$ cat config.mk
export PLATFORM = sky130hd
export DESIGN_NAME = pagewr_ctrl
export DESIGN_NICKNAME = d
export VERILOG_FILES = /design/src/rtl/pwl_pkg.sv /design/src/rtl/pwl_latch.sv /design/src/rtl/pwl_guard.sv /design/src/rtl/pwl_seq.sv /design/src/rtl/pagewr_ctrl.sv
export SDC_FILE = /design/constraint.sdc
export NUM_CORES = 1
export LEC_CHECK = 0
export ABC_AREA = 1
export ABC_CLOCK_PERIOD_IN_PS = 3900
export BUFFER_PORTS_ARGS = -buffer_cell sky130_fd_sc_hd__buf_2
export CAP_MARGIN = 20
export CORE_ASPECT_RATIO = 2
export CORE_MARGIN = 1
export CORE_UTILIZATION = 40
export CTS_CLUSTER_DIAMETER = 100
export CTS_CLUSTER_SIZE = 14
export DETAILED_ROUTE_END_ITERATION = 8
export PLACE_DENSITY = 0.64
export SETUP_SLACK_MARGIN = 0.2
export SLEW_MARGIN = 20
export SYNTH_ARGS = -nofsm -noshare
export SYNTH_HDL_FRONTEND = slang
export SYNTH_SLANG_ARGS = --single-unit
$ cat constraint.sdc
create_clock -name clk -period 3.9 [get_ports clk]
set_input_delay 0.585 -clock clk [delete_from_list [all_inputs] [get_ports clk]]
set_output_delay 0.585 -clock clk [all_outputs]
set_load 0.02 [all_outputs]
$ cat src/rtl/pwl_pkg.sv
package pwl_pkg;
  typedef enum logic [1:0] {
    ST_IDLE   = 2'd0,
    ST_COMMIT = 2'd1,
    ST_WAIT   = 2'd2
  } pwl_state_e;
endpackage

$ cat src/rtl/pwl_latch.sv
module pwl_latch #(
  parameter int DATA_W = 8,
  parameter int DEPTH  = 16,
  localparam int OFF_W = $clog2(DEPTH)
) (
  input  logic              clk,
  input  logic              rst,
  input  logic              wr_en,
  input  logic [OFF_W-1:0]  wr_off,
  input  logic [DATA_W-1:0] wr_data,
  input  logic              clr,
  input  logic [OFF_W-1:0]  rd_off,
  output logic [DATA_W-1:0] rd_data,
  output logic [DEPTH-1:0]  valid
);
  logic [DATA_W-1:0] store [DEPTH];

  // Data storage: one write port, registered read, no reset (RAM friendly).
  always_ff @(posedge clk) begin
    if (wr_en) store[wr_off] <= wr_data;
    rd_data <= store[rd_off];
  end

  // Fill flags per offset.
  always_ff @(posedge clk) begin
    if (rst || clr) valid <= '0;
    else if (wr_en) valid[wr_off] <= 1'b1;
  end
endmodule

$ cat src/rtl/pwl_guard.sv
module pwl_guard #(
  parameter int PAGE_W = 7
) (
  input  logic              wp,
  input  logic              txn_open,
  input  logic [PAGE_W-1:0] page_q,
  input  logic [PAGE_W-1:0] req_page,
  output logic              blocked
);
  logic eff_hi;
  // The protected half is selected by the top page bit; the page in force is
  // the captured one once a transfer is open, else the incoming one.
  always_comb begin
    eff_hi  = txn_open ? page_q[PAGE_W-1] : req_page[PAGE_W-1];
    blocked = wp & eff_hi;
  end
endmodule

$ cat src/rtl/pwl_seq.sv
module pwl_seq
  import pwl_pkg::*;
#(
  parameter int DEPTH      = 16,
  parameter int TWC_CYCLES = 12,
  localparam int OFF_W = $clog2(DEPTH),
  localparam int CNT_W = (TWC_CYCLES > 1) ? $clog2(TWC_CYCLES) : 1
) (
  input  logic             clk,
  input  logic             rst,
  input  logic             stop_pulse,
  input  logic             any_valid,
  output logic             rd_en,
  output logic [OFF_W-1:0] rd_off,
  output logic             clr,
  output logic             busy
);
  localparam logic [OFF_W-1:0] LAST_OFF = OFF_W'(DEPTH - 1);
  localparam logic [CNT_W-1:0] LAST_CNT = CNT_W'(TWC_CYCLES - 1);

  pwl_state_e state, state_nx;
  logic [OFF_W-1:0] idx;
  logic [CNT_W-1:0] cnt;

  always_comb begin
    state_nx = state;
    unique case (state)
      ST_IDLE:   if (stop_pulse && any_valid) state_nx = ST_COMMIT;
      ST_COMMIT: if (idx == LAST_OFF) state_nx = ST_WAIT;
      ST_WAIT:   if (cnt == LAST_CNT) state_nx = ST_IDLE;
      default:   state_nx = ST_IDLE;
    endcase
  end

  always_ff @(posedge clk) begin
    if (rst) begin
      state <= ST_IDLE;
      idx   <= '0;
      cnt   <= '0;
      busy  <= 1'b0;
    end else begin
      state <= state_nx;
      busy  <= (state_nx != ST_IDLE);
      idx   <= (state == ST_COMMIT) ? idx + 1'b1 : '0;
      cnt   <= (state == ST_WAIT)   ? cnt + 1'b1 : '0;
    end
  end

  assign rd_en  = (state == ST_COMMIT);
  assign rd_off = idx;
  assign clr    = (state == ST_COMMIT) && (idx == LAST_OFF);
endmodule

$ cat src/rtl/pagewr_ctrl.sv
module pagewr_ctrl #(
  parameter int ADDR_W     = 11,
  parameter int DATA_W     = 8,
  parameter int PAGE_BYTES = 16,
  parameter int TWC_CYCLES = 12,
  localparam int OFF_W  = $clog2(PAGE_BYTES),
  localparam int PAGE_W = ADDR_W - OFF_W
) (
  input  logic              clk,
  input  logic              rst,
  input  logic              wr_req,
  input  logic [ADDR_W-1:0] wr_addr,
  input  logic [DATA_W-1:0] wr_data,
  input  logic              stop_pulse,
  input  logic              wp,
  output logic              resp_vld,
  output logic              resp_ack,
  output logic              mem_we,
  output logic [ADDR_W-1:0] mem_addr,
  output logic [DATA_W-1:0] mem_wdata,
  output logic              busy
);
  logic                  busy_int;
  logic                  accept, blocked, latch_we;
  logic                  txn_open;
  logic [PAGE_W-1:0]     page_q;
  logic                  rd_en, clr;
  logic [OFF_W-1:0]      rd_off;
  logic [DATA_W-1:0]     rd_data;
  logic [PAGE_BYTES-1:0] valid;
  logic                  p1_en;
  logic [OFF_W-1:0]      p1_off;

  assign accept   = wr_req & ~busy_int & ~stop_pulse;
  assign latch_we = accept & ~blocked;

  pwl_guard #(.PAGE_W(PAGE_W)) u_guard (
    .wp       (wp),
    .txn_open (txn_open),
    .page_q   (page_q),
    .req_page (wr_addr[ADDR_W-1:OFF_W]),
    .blocked  (blocked)
  );

  pwl_latch #(.DATA_W(DATA_W), .DEPTH(PAGE_BYTES)) u_latch (
    .clk     (clk),
    .rst     (rst),
    .wr_en   (latch_we),
    .wr_off  (wr_addr[OFF_W-1:0]),
    .wr_data (wr_data),
    .clr     (clr),
    .rd_off  (rd_off),
    .rd_data (rd_data),
    .valid   (valid)
  );

  pwl_seq #(.DEPTH(PAGE_BYTES), .TWC_CYCLES(TWC_CYCLES)) u_seq (
    .clk        (clk),
    .rst        (rst),
    .stop_pulse (stop_pulse),
    .any_valid  (|valid),
    .rd_en      (rd_en),
    .rd_off     (rd_off),
    .clr        (clr),
    .busy       (busy_int)
  );

  // Transfer tracking: page captured from the first accepted byte.
  always_ff @(posedge clk) begin
    if (rst) begin
      txn_open <= 1'b0;
      page_q   <= '0;
    end else if (stop_pulse && !busy_int) begin
      txn_open <= 1'b0;
    end else if (accept && !txn_open) begin
      txn_open <= 1'b1;
      page_q   <= wr_addr[ADDR_W-1:OFF_W];
    end
  end

  // Commit pipeline: read issue -> flag stage -> registered array port.
  always_ff @(posedge clk) begin
    if (rst) begin
      p1_en     <= 1'b0;
      p1_off    <= '0;
      mem_we    <= 1'b0;
      mem_addr  <= '0;
      mem_wdata <= '0;
      resp_vld  <= 1'b0;
      resp_ack  <= 1'b0;
    end else begin
      p1_en     <= rd_en & valid[rd_off];
      p1_off    <= rd_off;
      mem_we    <= p1_en;
      mem_addr  <= {page_q, p1_off};
      mem_wdata <= rd_data;
      resp_vld  <= wr_req;
      resp_ack  <= accept;
    end
  end

  assign busy = busy_int;
endmodule

==> impl_results.md <==
* Vias at 4,881
* Post-Syn Instances at 709
* Share of the synthesized area in the top cell type at 51.05%
* Max_slew headroom at 42.79%
* Syn. warnings at 0
* Critical Path RT at 4190 ps
* Clock transition at path regs at about 70 ps
* Final Net Count at 771
* Hold_ws at 369.6 ps
* MaxCap Viol Count at 0
* FF/Latch Area at 5248 um2
* Final HPWL DP at 10,980 um
* DR WL/cell at around 16 um
* Pre-CTS setup slack at around 1700 ps
* Fin cells at 974
* H-tree depth at 4
* Later-pin clock latency in the skew report at 430 ps
* Top cells by area, synth: edfxtp_1 51%, dfxtp_1 19%, nor2_1 6.8%
* Root buffer selected by CTS: clkbuf_16
* CTS tree: yes
* WL final at ~16,000 um
* Row cnt at 70
* Port bufs at 46
* Initial Util at 40.94%
* Ys flop type: edfxtp_1
* First drt pass iteration count at 5
* Fillers at 1,706
* CP Launch Type: flip-flop
* Finish-stage setup viols at 0
* Die X at 99.02 um
* Worst Hold Class: in -> reg
* Post-synthesis cell area at around 7500 um2
* Setup TNS at 0 ps
* Maximum fanout along the worst path at 75
* Fmax at about 460 MHz
* Post-route cell area at 8409 um2
* Syn nets at approximately 740
* Dpl cell area at a little under 8000 um2
* Clock Path Buffers at 2
* Cts hold-fix bufs at 0
* Area grow syn2layout at 11.68%
* Vias in the first global route at between 4,000 and 5,000
* Core Area at 18,390 um2
* Total power at between 4 and 5 mW
* Drt initial violations at ~250
* GPL Wtd Cong at between 0.8 and 0.9
* CP endpoint kind: flip-flop
* Post-CTS resize count at 0
* # diodes at 0
* Register area share after synthesis at 69.66%
* GRT Overall Usage at ~18%
* Async SR Flop Fraction at 0%
* Actual slew at the worst max-slew pin at 856.9 ps
* Post-CTS Setup Repair Bufs at 0
* Unique cell type count in the Yosys netlist at 26
* Placed Cells at around 940
* Die height at slightly below 200 um
* DIE AREA at 19,410 um2
* Max IR drop VDD at 279.9 uV
* Fin crit share at between 50% and 60%
* Hold Violations, Final at 0
* Commonest non-fill, non-tap cells in the layout: 137 x nor2_1, 128 x edfxtp_1, 87 x nand2_1
* Routed vias/inst at 5.011
* Clock Skew at 10.33 ps
* Leak Pwr at around 3.3 nW
* TritonCTS sink count at 198
* DRC Markers at 0
* First-pass GRT wire length at 24,920 um
* Number of synthesized flops with an enable pin at 128
* Multi-input logic area at 1770 um2
* Avg Inst Size Synth at 10.62 um2
* Arr. time, crit path at 2440 ps
* Min Tclk post-route at 2154 ps
* Outcome: completed
* Initial antenna violation count at 0
* Unrepaired setup endpoints after global routing: no
* Synth area leader: edfxtp_1
* Commonest non-fill, non-tap cell in the layout: nor2_1
* WS Path Type: reg -> reg
* Post-route ant nets at 0
* Worst setup margin at between 1500 and 2000 ps
* PwrDens at 483.2 nW/um2
* Post-layout util at 45.72%
* Yosys reg bits at a little under 200
* # IOs at 47
* Largest net degree at the start of global routing at 76
* Gr ovfl total at 0
* Fin. max-slew vios at 0
* Layout cells sized above 1 at ~11%
* Number of CTS-inserted buffers at 17
-- area by class of cell --
class,instances,share of cell area [%]
Tap cell,216,3.214
Multi-Input combinational cell,393,21.05
Timing Repair Buffer,49,3.005
Clock inverter,13,1.101
Sequential cell,198,62.40
Inverter,86,3.839
Clock buffer,19,5.386
-- state kept, by name (all words and copies together), names as in the netlist --
signal           count
mem_we               1
mem_addr            11
u_seq.state          2
resp_ack             1
txn_open             1
u_seq.rd_off         4
page_q               7
u_seq.cnt            4
u_latch.valid       16
p1_off               4
p1_en                1
u_latch.store      128
u_latch.rd_data      8
mem_wdata            8
resp_vld             1
u_seq.busy           1
-- synth_stat cells, types with 8 or more instances --
library cell,count
o21ai_1,16
edfxtp_1,128
o211ai_1,17
a21oi_1,28
buf_2,17
nand3_1,23
dfxtp_1,70
nor2_1,137
inv_1,84
nand2_1,87
o21ai_0,64
o22ai_1,8
-- routing by layer --
layer	vias up	share of wire [%]	track usage, %
met4	0	4.1	10.89
met1	2291	36	17.37
met2	122	57	33.46
li1	2428	-	-
met3	40	2.9	2.565
met5	-	0	0
-- kinds of logic after synthesis --
family	after synthesis	share of synthesized area, %
AO/OA/AOI/OAI	135	9.737
flip-flops	198	69.66
buffers and inverters	118	6.829
adder cells (fa/ha/maj)	2	0.3323
AND/OR/NAND/NOR	256	13.44
-- final timing paths --
path	start	endpoint	slack, ps	depth (start not counted)
min	wr_req	resp_vld$_SDFF_PP0_	370	3
min reg2reg	u_latch.rd_data[1]$_DFF_P_	mem_wdata[1]$_SDFF_PP0_	400	2
max	u_seq.rd_off[0]$_SDFF_PP0_	u_latch.valid[15]$_SDFFE_PP0P_	1750	7
max reg2reg	u_seq.rd_off[0]$_SDFF_PP0_	u_latch.valid[15]$_SDFFE_PP0P_	1750	7
-- critical path: stages (launching register included) --
cell	delay, ps
dfxtp_2	330
buf_4	590
ha_1	280
inv_1	60
nor2_1	130
nand2_1	80
nand2_1	440
a21oi_1	90
-- power breakdown --
part	internal (mW)	switching, mW
sequential	2.26	0.00811
clock	0.858	0.766
combinational	0.0466	0.125
Power figures use the tool's default switching activity.
